===== src/rtl/adc_scan_pkg.sv =====
package adc_scan_pkg;

  typedef struct packed {
    logic [1:0] gain;
    logic [3:0] chan;
  } scan_entry_t;

  // status word bit positions
  localparam int ST_ERR  = 15;
  localparam int ST_PEND = 10;
  localparam int ST_SCAN = 9;
  localparam int ST_BUSY = 8;
  localparam int ST_DONE = 7;
  localparam int ST_IEN  = 6;

  // command word bits
  localparam int CMD_INIT = 0;
  localparam int CMD_PRE  = 1;
  localparam int CMD_TRIG = 2;
  localparam int CMD_ARM  = 3;

  // list control bits
  localparam int LC_LOAD = 15;
  localparam int LC_TWOS = 14;

  // keep dw low bits, optionally flip the top data bit
  function automatic logic [15:0] fmt_result(input logic [15:0] raw, input int dw,
                                             input logic twos);
    logic [15:0] v;
    v = '0;
    for (int i = 0; i < 16; i++)
      if (i < dw) v[i] = raw[i];
    if (twos) v[dw-1] = ~v[dw-1];
    return v;
  endfunction

endpackage


===== src/rtl/adc_scan_list.sv =====
module adc_scan_list
  import adc_scan_pkg::*;
#(
  parameter int DEPTH = 16,
  localparam int AW = $clog2(DEPTH)
) (
  input  logic            clk,
  input  logic            rst_n,
  input  logic            we,
  input  logic [AW-1:0]   waddr,
  input  scan_entry_t     wentry,
  input  logic [AW-1:0]   raddr,
  output scan_entry_t     rentry
);

  scan_entry_t mem [DEPTH];

  always_ff @(posedge clk or negedge rst_n) begin
    if (!rst_n) begin
      for (int i = 0; i < DEPTH; i++) mem[i] <= '0;
    end else if (we) begin
      mem[waddr] <= wentry;
    end
  end

  always_comb rentry = mem[raddr];

endmodule


===== src/rtl/adc_scan_settle.sv =====
module adc_scan_settle #(
  parameter int SETTLE = 4,
  localparam int CW = $clog2(SETTLE + 1)
) (
  input  logic clk,
  input  logic rst_n,
  input  logic load,
  input  logic clear,
  output logic busy
);

  logic [CW-1:0] cnt;

  always_ff @(posedge clk or negedge rst_n) begin
    if (!rst_n)          cnt <= '0;
    else if (clear)      cnt <= '0;
    else if (load)       cnt <= CW'(SETTLE);
    else if (cnt != '0)  cnt <= cnt - 1'b1;
  end

  assign busy = (cnt != '0);

  AST_SETTLE_LOAD: assert property (@(posedge clk) disable iff (!rst_n)
    load && !clear |=> busy);
  AST_SETTLE_CLEAR: assert property (@(posedge clk) disable iff (!rst_n)
    clear |=> !busy);

endmodule


===== src/rtl/adc_scan_result.sv =====
module adc_scan_result
  import adc_scan_pkg::*;
#(
  parameter int DW = 12
) (
  input  logic          clk,
  input  logic          rst_n,
  input  logic          cap,
  input  logic [DW-1:0] cap_data,
  input  logic          rd,
  input  logic          clear,
  input  logic          twos,
  output logic          done,
  output logic          err,
  output logic [15:0]   rdata
);

  logic [DW-1:0] data_q;

  always_ff @(posedge clk or negedge rst_n) begin
    if (!rst_n) begin
      data_q <= '0;
      done   <= 1'b0;
      err    <= 1'b0;
    end else if (clear) begin
      done <= 1'b0;
      err  <= 1'b0;
    end else begin
      if (cap) data_q <= cap_data;
      if (cap && done && !rd) err <= 1'b1;
      if (cap)     done <= 1'b1;
      else if (rd) done <= 1'b0;
    end
  end

  assign rdata = fmt_result(16'(data_q), DW, twos);

  AST_DONE_READ: assert property (@(posedge clk) disable iff (!rst_n)
    rd && !cap && !clear |=> !done);
  AST_ERR_STICKY: assert property (@(posedge clk) disable iff (!rst_n)
    err && !clear |=> err);
  AST_CAP_DONE: assert property (@(posedge clk) disable iff (!rst_n)
    cap && !clear |=> done);

endmodule


===== src/rtl/adc_scan_seq.sv =====
module adc_scan_seq
  import adc_scan_pkg::*;
#(
  parameter int DEPTH  = 16,
  parameter int DW     = 12,
  parameter int SETTLE = 4
) (
  input  logic          clk,
  input  logic          rst_n,
  input  logic [15:0]   wdata,
  input  logic          lctl_wr,
  input  logic          actl_wr,
  input  logic          cmd_wr,
  input  logic          data_rd,
  input  logic          ext_trig,
  input  logic          conv_done,
  input  logic [DW-1:0] conv_result,
  output logic [3:0]    mux_chan,
  output logic [1:0]    mux_gain,
  output logic          conv_start,
  output logic [15:0]   status,
  output logic [15:0]   rdata,
  output logic          irq
);

  localparam int AW = $clog2(DEPTH);

  logic          load_en, twos_q, ien_q, armed_q, ext_q, pend_q, scan_q, start_q;
  logic [AW-1:0] len_q, wptr, rptr, nptr, raddr;
  scan_entry_t   cur, rentry, wentry;
  logic          settle_busy, done, err;

  // named events
  logic init_ev, pre_ev, soft_ev, ext_rise, start_ev, adv_ev, wrap_ev, list_we;

  assign init_ev  = cmd_wr & wdata[CMD_INIT];
  assign pre_ev   = cmd_wr & wdata[CMD_PRE] & ~wdata[CMD_INIT];
  assign soft_ev  = cmd_wr & wdata[CMD_TRIG] & ~wdata[CMD_INIT];
  assign ext_rise = armed_q & ext_trig & ~ext_q;
  assign start_ev = (soft_ev | ext_rise) & ~settle_busy & ~pend_q & ~init_ev;
  assign adv_ev   = conv_done & ~init_ev;
  assign wrap_ev  = adv_ev & (rptr == len_q);
  assign nptr     = wrap_ev ? '0 : AW'(rptr + 1'b1);
  assign raddr    = pre_ev ? '0 : nptr;
  assign list_we  = actl_wr & load_en;
  assign wentry   = '{gain: wdata[5:4], chan: wdata[3:0]};

  adc_scan_list #(.DEPTH(DEPTH)) u_list (
    .clk(clk), .rst_n(rst_n), .we(list_we), .waddr(wptr), .wentry(wentry),
    .raddr(raddr), .rentry(rentry));

  adc_scan_settle #(.SETTLE(SETTLE)) u_settle (
    .clk(clk), .rst_n(rst_n), .load(pre_ev | adv_ev), .clear(init_ev),
    .busy(settle_busy));

  adc_scan_result #(.DW(DW)) u_result (
    .clk(clk), .rst_n(rst_n), .cap(conv_done), .cap_data(conv_result),
    .rd(data_rd), .clear(init_ev), .twos(twos_q), .done(done), .err(err),
    .rdata(rdata));

  // list control and load mode
  always_ff @(posedge clk or negedge rst_n) begin
    if (!rst_n) begin
      load_en <= 1'b0;
      twos_q  <= 1'b0;
      len_q   <= '0;
      wptr    <= '0;
    end else begin
      if (lctl_wr) begin
        load_en <= wdata[LC_LOAD];
        twos_q  <= wdata[LC_TWOS];
        len_q   <= wdata[AW-1:0];
        if (wdata[LC_LOAD]) wptr <= '0;
      end else if (list_we) begin
        wptr <= (wptr == AW'(DEPTH - 1)) ? '0 : AW'(wptr + 1'b1);
      end
    end
  end

  // A/D control: interrupt enable is taken from every write
  always_ff @(posedge clk or negedge rst_n) begin
    if (!rst_n)       ien_q <= 1'b0;
    else if (actl_wr) ien_q <= wdata[ST_IEN];
  end

  // scan pointer, multiplexer, triggering
  always_ff @(posedge clk or negedge rst_n) begin
    if (!rst_n) begin
      rptr    <= '0;
      cur     <= '0;
      armed_q <= 1'b0;
      ext_q   <= 1'b0;
      pend_q  <= 1'b0;
      scan_q  <= 1'b0;
      start_q <= 1'b0;
    end else begin
      ext_q   <= ext_trig;
      start_q <= start_ev;
      if (init_ev) begin
        rptr    <= '0;
        armed_q <= 1'b0;
        pend_q  <= 1'b0;
        scan_q  <= 1'b0;
      end else begin
        if (cmd_wr && wdata[CMD_ARM]) armed_q <= 1'b1;
        if (start_ev)    pend_q <= 1'b1;
        else if (adv_ev) pend_q <= 1'b0;
        if (pre_ev) begin
          rptr   <= '0;
          cur    <= rentry;
          scan_q <= 1'b0;
        end else if (adv_ev) begin
          rptr <= nptr;
          cur  <= rentry;
          if (wrap_ev) scan_q <= 1'b1;
        end
      end
    end
  end

  assign mux_chan   = cur.chan;
  assign mux_gain   = cur.gain;
  assign conv_start = start_q;
  assign irq        = done & ien_q;
  assign status     = {err, 4'b0, pend_q, scan_q, settle_busy, done, ien_q,
                       cur.gain, cur.chan};

  AST_START_PULSE: assert property (@(posedge clk) disable iff (!rst_n)
    conv_start |=> !conv_start);
  AST_START_PENDING: assert property (@(posedge clk) disable iff (!rst_n)
    conv_start |-> pend_q || $past(init_ev));
  AST_MUX_HELD: assert property (@(posedge clk) disable iff (!rst_n)
    pend_q && !conv_done && !init_ev && !pre_ev |=> $stable(mux_chan) && $stable(mux_gain));
  AST_WRAP_ZERO: assert property (@(posedge clk) disable iff (!rst_n)
    wrap_ev && !pre_ev |=> (rptr == '0) && scan_q);
  AST_PRELOAD_HEAD: assert property (@(posedge clk) disable iff (!rst_n)
    pre_ev |=> (rptr == '0) && settle_busy);
  AST_NO_LOAD_WRITE: assert property (@(posedge clk) disable iff (!rst_n)
    actl_wr && !load_en && !lctl_wr |=> $stable(wptr));

endmodule


===== config.mk =====
export PLATFORM = sky130hd
export DESIGN_NAME = adc_scan_seq
export DESIGN_NICKNAME = d
export VERILOG_FILES = /design/src/rtl/adc_scan_pkg.sv /design/src/rtl/adc_scan_list.sv /design/src/rtl/adc_scan_settle.sv /design/src/rtl/adc_scan_result.sv /design/src/rtl/adc_scan_seq.sv
export SDC_FILE = /design/constraint.sdc
export NUM_CORES = 1
export LEC_CHECK = 0
export ABC_CLOCK_PERIOD_IN_PS = 3500
export BUFFER_PORTS_ARGS = -buffer_cell sky130_fd_sc_hd__clkbuf_2
export CORE_UTILIZATION = 55
export CTS_CLUSTER_DIAMETER = 80
export CTS_CLUSTER_SIZE = 25
export DETAILED_ROUTE_END_ITERATION = 7
export PLACE_DENSITY = 0.75
export SLEW_MARGIN = 20
export SYNTH_ARGS = -nofsm -noshare
export SYNTH_HDL_FRONTEND = slang
export SYNTH_HIERARCHICAL = 1
export SYNTH_SLANG_ARGS = --single-unit

===== constraint.sdc =====
create_clock -name clk -period 3.5 [get_ports clk]
set_input_delay 0.7 -clock clk [delete_from_list [all_inputs] [get_ports clk]]
set_output_delay 0.7 -clock clk [all_outputs]
set_load 0.01 [all_outputs]

* Yosys cells after proc, flatten, opt, wreduce, memory -nomap -nowiden
Index checks and enable logic that the tools add are counted.
** Word-level totals
- Register bits :: 139
- Input bits :: 36
- Output and inout bits :: 40
- Word-level logic and storage cells :: 136
** Cells by class
- Add/sub/neg operators :: 3
- Magnitude comparators :: 3
- Equality and inequality tests :: 3
- Multiplexer cells :: 35
- Bitwise logic cells :: 24
- Reductions and logical operators :: 19
** Operators with widths (count)
- 96-bit bitwise mux :: 1
- 4-bit two-way mux :: 9
- 6-bit two-way mux :: 5
- 6-bit binary-select mux with 4-bit select :: 1
- 6-bit demux with 4-bit select :: 1
- 3-bit nonzero test :: 6
- 1-bit two-way mux :: 15
- 1-bit bitwise AND :: 14
- 5-bit >= comparator (second input constant) :: 2
- 4-bit NOT with 5-bit output :: 2
- 3-bit two-way mux :: 3
- 4-bit by 1-bit adder with 4-bit output (second input constant) :: 2
- 2-bit AND reduction :: 4
- 2-bit nonzero test :: 4
- 1-bit NOT :: 6
- 5-bit by 1-bit < comparator with 1-bit output (second input constant) :: 1
- 4-bit == test :: 1
- 4-bit == test (second input constant) :: 1
- 1-bit logical AND :: 4
- 3-bit by 1-bit subtractor with 3-bit output (second input constant) :: 1
- 2-bit != test (second input constant) :: 1
- 1-bit bitwise OR :: 2
- 1-bit zero test :: 1

* Longest topological paths before layout
- Depth after elaboration :: 12
- Depth in mapped cells :: 10
- Depth with buffers taken out :: 8

* Cells and area by module
The synthesis kept the hierarchy.
** By module, submodules not included
- adc_scan_list :: times used 1, cells each 280, area each 4384.2 um^2, seq. area each 2402.3 um^2
- adc_scan_seq :: times used 1, cells each 120, area each 1347.5 um^2, seq. area each 650.6 um^2
- adc_scan_result :: times used 1, cells each 50, area each 710.7 um^2, seq. area each 350.3 um^2
- adc_scan_settle :: times used 1, cells each 16, area each 177.7 um^2, seq. area each 75.1 um^2

* Least setup slack after synthesis
No wires, ideal clock.
- Kind :: input-to-reg
- Start :: input port cmd_wr
- End :: register cur (netlist bit mux_gain[0])
- Setup time :: 0.128 ns
- Arrival :: 2.833 ns
- Required time :: 3.372 ns
- Slack :: 0.540 ns
- Stages on the path :: 10
- Buffers on the path :: 3
- Path through :: and2_1 buf_6 nor4_4 nor3_1 buf_2 buf_2 mux4_2 a22oi_1 nand2_1 mux2_1
** RTL lines
- from (decl) :: line adc_scan_seq.sv:13 : input logic cmd_wr,
- to (signal assigned) :: line adc_scan_seq.sv:110 : cur <= rentry;
- to (signal assigned) :: line adc_scan_seq.sv:114 : cur <= rentry;
- to (decl) :: line adc_scan_seq.sv:30 : scan_entry_t cur, rentry, wentry;

==> key figures <==
Synthesis
  – Total of warnings raised by yosys: 6
  – Cell Area, Synth: 6620 µm²
  – Dominant cells by area after synthesis: dfrtp_1, mux2_2, mux4_2
  – Avg Inst Size Synth: 14.2 µm²
  – Count of cell types in the netlist: 50
  – FF+latch count, synth: 139
  – Sequential cell area fraction in the yosys report: 52.5%
  – Area fraction of the dominant cell type after synthesis: 52.5%
  – Cell taking the most area after synthesis: dfrtp_1
  – Gate Count Post-Synth: 466

Clock tree
  – CTS tree: done
  – Hold_buf cts: 0
  – # H-tree levels: 4
  – Post-CTS setup buffers: 0
  – Bufs on Longest Clock Path: 2
  – Root Driver: clkbuf_16
  – Clk Latency, worst-skew pair: 0.41 ns
  – Total CTS buffers: 17
  – TritonCTS Sinks: 139
  – Post-CTS Resized: 0
  – Clock transition at path regs: 0.06 ns

Placed design
  – Detailed Place HPWL: 8.74 mm
  – Weighted congestion reported at the end of routability-driven placement: 0.807
  – IO buf count: 60
  – Cell area after placement: 6910 µm²

Outcome
  – Violated checks: DRC
  – Run status: complete, but fails checks

Min path
  – Worst min-delay path class: in -> async

Layout
  – Number of nets in the final layout: 549
  – FILL cells: 824
  – Area Overhead vs Synth: 13.6%
  – Ant. Diodes: 0
  – Final instance area: 7520 µm²
  – Share of cells above drive strength 1: 47.1%

Die
  – Area of the core region: 11600 µm²
  – Die height: 112 µm
  – Die Outline Area: 12500 µm²
  – Starting utilization of the core area: 57.2%
  – Rows: 39
  – Number of top-level pins: 76
  – Die Span X: 112 µm

Timing
  – Post-Route Hold Slack: 0.318 ns
  – Max Fclk: 367 MHz
  – Hold violation total from the final report: 0
  – Pins Over Slew Limit: 0
  – Count of final setup violators: 0
  – Worst-margin pin slew: 0.878 ns
  – Final TNS setup: 0 ns
  – RSZ-0062 raised after global routing: false
  – Skew final: 0.00518 ns
  – Shortest clock period the worst path allows after layout: 2.72 ns
  – Period Utilization, post-route: 77.8%
  – Rel. slew slack: 41.0%

Critical path
  – Worst reg2reg setup slack: 0.78 ns
  – Cell depth of the worst flop-to-flop path: 9
  – Capturing instance or port of the critical path: mux_chan[3]
  – FF-to-FF Start: rptr[0]
  – CP required: 3.79 ns
  – Critical path class: reg -> reg
  – RR Endpoint: mux_chan[3]
  – Largest driver fanout on the critical path: 24
  – Critical Path Source Type: register
  – Arrival time at the worst endpoint: 3.01 ns
  – Category of the worst setup path capture point: register
  – Critical path origin: rptr[0]

Power and ir drop
  – Fraction of power consumed by sequential logic: 41.2%
  – Comb power frac: 19.8%
  – Internal power consumption: 3.45 mW
  – Switching share of power: 26.6%
  – Power share of the clock group: 38.9%
  – Worst ir drop on vdd: 345 µV
  – Total net switching power: 1.25 mW
  – Power density normalized to cell area: 625 nW/µm²
  – Leakage dissipation: 3.58 nW

GRT
  – Global router's overall resource usage: 24.2%
  – First-pass GRT wire length: 22.4 mm
  – Antenna violations before repair: 0
  – Largest net degree at the start of global routing: 85
  – Via count of the first global-routing pass: 4108
  – Total congestion overflow: 0

Detailed routing
  – DR vias: 3930
  – Detail Route Antenna Nets: 0
  – Routed vias/inst: 5.91
  – Number of remaining DRC errors: 10
  – Drt pass-1 iters: 7
  – Total wire length after detailed routing: 13.5 mm
  – WL per Instance: 20.3 µm
  – Initial DRC count: 364

Run
  – Number of max-capacitance violations reported: 0
[sequential cells by signal, summed over array words and instances (netlist names)]
signal and cells:
u_result/done 1, u_list/mem 96, ext_q 1, twos_q 1, u_settle/cnt 3, ien_q 1
u_result/err 1, u_result/data_q 12, load_en 1, wptr 4, rptr 4, conv_start 1
pend_q 1, mux_gain 2, len_q 4, armed_q 1, scan_q 1, mux_chan 4
[power groups by stage]
stage               logic [mW]  registers (mW)  clock network (mW)
global placement         0.909            1.94                   0
finish                   0.933            1.94                1.83
detailed placement       0.934            1.96                   0
CTS                      0.943            1.94                1.86
floorplan                0.710            1.94                   0
global route              1.01            1.96                1.94
[worst min path at each step]
stage,startpoint,to,slack [ns],depth (start not counted)
3_5_place_dp,pend_q,conv_start,0.48,1
3_3_place_gp,pend_q,conv_start,0.46,1
4_1_cts,rst_n,u_result/data_q[1],0.37,1
2_1_floorplan,rst_n,armed_q,0.40,0
6_report,rst_n,u_result/data_q[7],0.32,1
5_1_grt,rst_n,u_result/data_q[7],0.37,1
[critical path, stage by stage (launching register included)]
cell,delay [ns]
dfrtp_1,0.46
xnor2_1,0.16
nand3_1,0.14
nor4_4,0.07
nor3_2,0.23
buf_12,0.26
mux4_2,0.56
a22oi_1,0.28
nand2_1,0.13
mux2_1,0.31
[cells by family after synthesis]
| logic type | count (synthesis) | synth area share [%] |
|---|---|---|
| fa+ha+maj | 4 | 0.756 |
| mux | 146 | 29.4 |
| buf+inv | 56 | 5.39 |
| simple gates | 77 | 6.86 |
| xor+xnor | 11 | 1.46 |
| compound gates | 31 | 3.44 |
| flops | 139 | 52.5 |
| other cells | 2 | 0.113 |
[metal layers]
layer,GRT usage (%),share of wire (%),wire (µm)
met3,5.50,4.8,652
met1,32.6,44,5940
met4,7.39,0.61,82
met2,39.3,51,6810
met5,0,0,0
[synth_stat cells (all sizes together)]
library cell / n
xor2: 4
o21a: 2
nand3: 7
nand2b: 6
a211oi: 1
mux2i: 2
a311oi: 1
or3: 2
a21oi: 5
xnor2: 7
or4: 1
nor4: 2
and2: 4
o31ai: 1
nor3b: 2
mux4: 24
inv: 5
a22oi: 13
a31o: 1
nand4: 1
nor2: 13
o21ai: 5
mux2: 120
and3b: 1
dfrtp: 139
nor3: 13
clkbuf: 11
conb: 2
nand2: 16
and3: 1
nor2b: 4
a2111oi: 1
buf: 40
a31oi: 1
nand3b: 4
ha: 4
[stage by stage]
step	worst slack [ns]	std cells	total power, mW	util, %
after floorplan	0.540	472	2.65	-
after global placement	0.404	633	2.85	59.7
after global routing	0.680	665	4.91	65.0
after CTS	0.763	665	4.74	65.0
final	0.777	665	4.70	65.0
after detailed placement	0.364	633	2.89	59.7
[placed cells by master, fill, tap and decap left out, types with 5 or more instances in the layout]
master	n
nand2_1	16
mux2_1	12
clkbuf_2	59
dfrtp_1	139
nor3_1	8
mux4_2	24
mux2_2	98
mux2_4	10
nand2b_1	5
xnor2_1	7
conb_1	8
buf_4	6
nor2_1	12
clkbuf_16	17
nand3_1	7
nor3_2	5
a22oi_1	13
[layout make-up]
class	count	area (µm²)	area share (%)
Sequential cell	139	3480	46.3
Clock inverter	11	143	1.90
Multi-Input combinational cell	277	2820	37.5
Tap cell	143	179	2.38
Clock buffer	21	470	6.26
Inverter	5	18.8	0.250
Timing Repair Buffer	69	412	5.48
(Power assumes the default switching activity.)
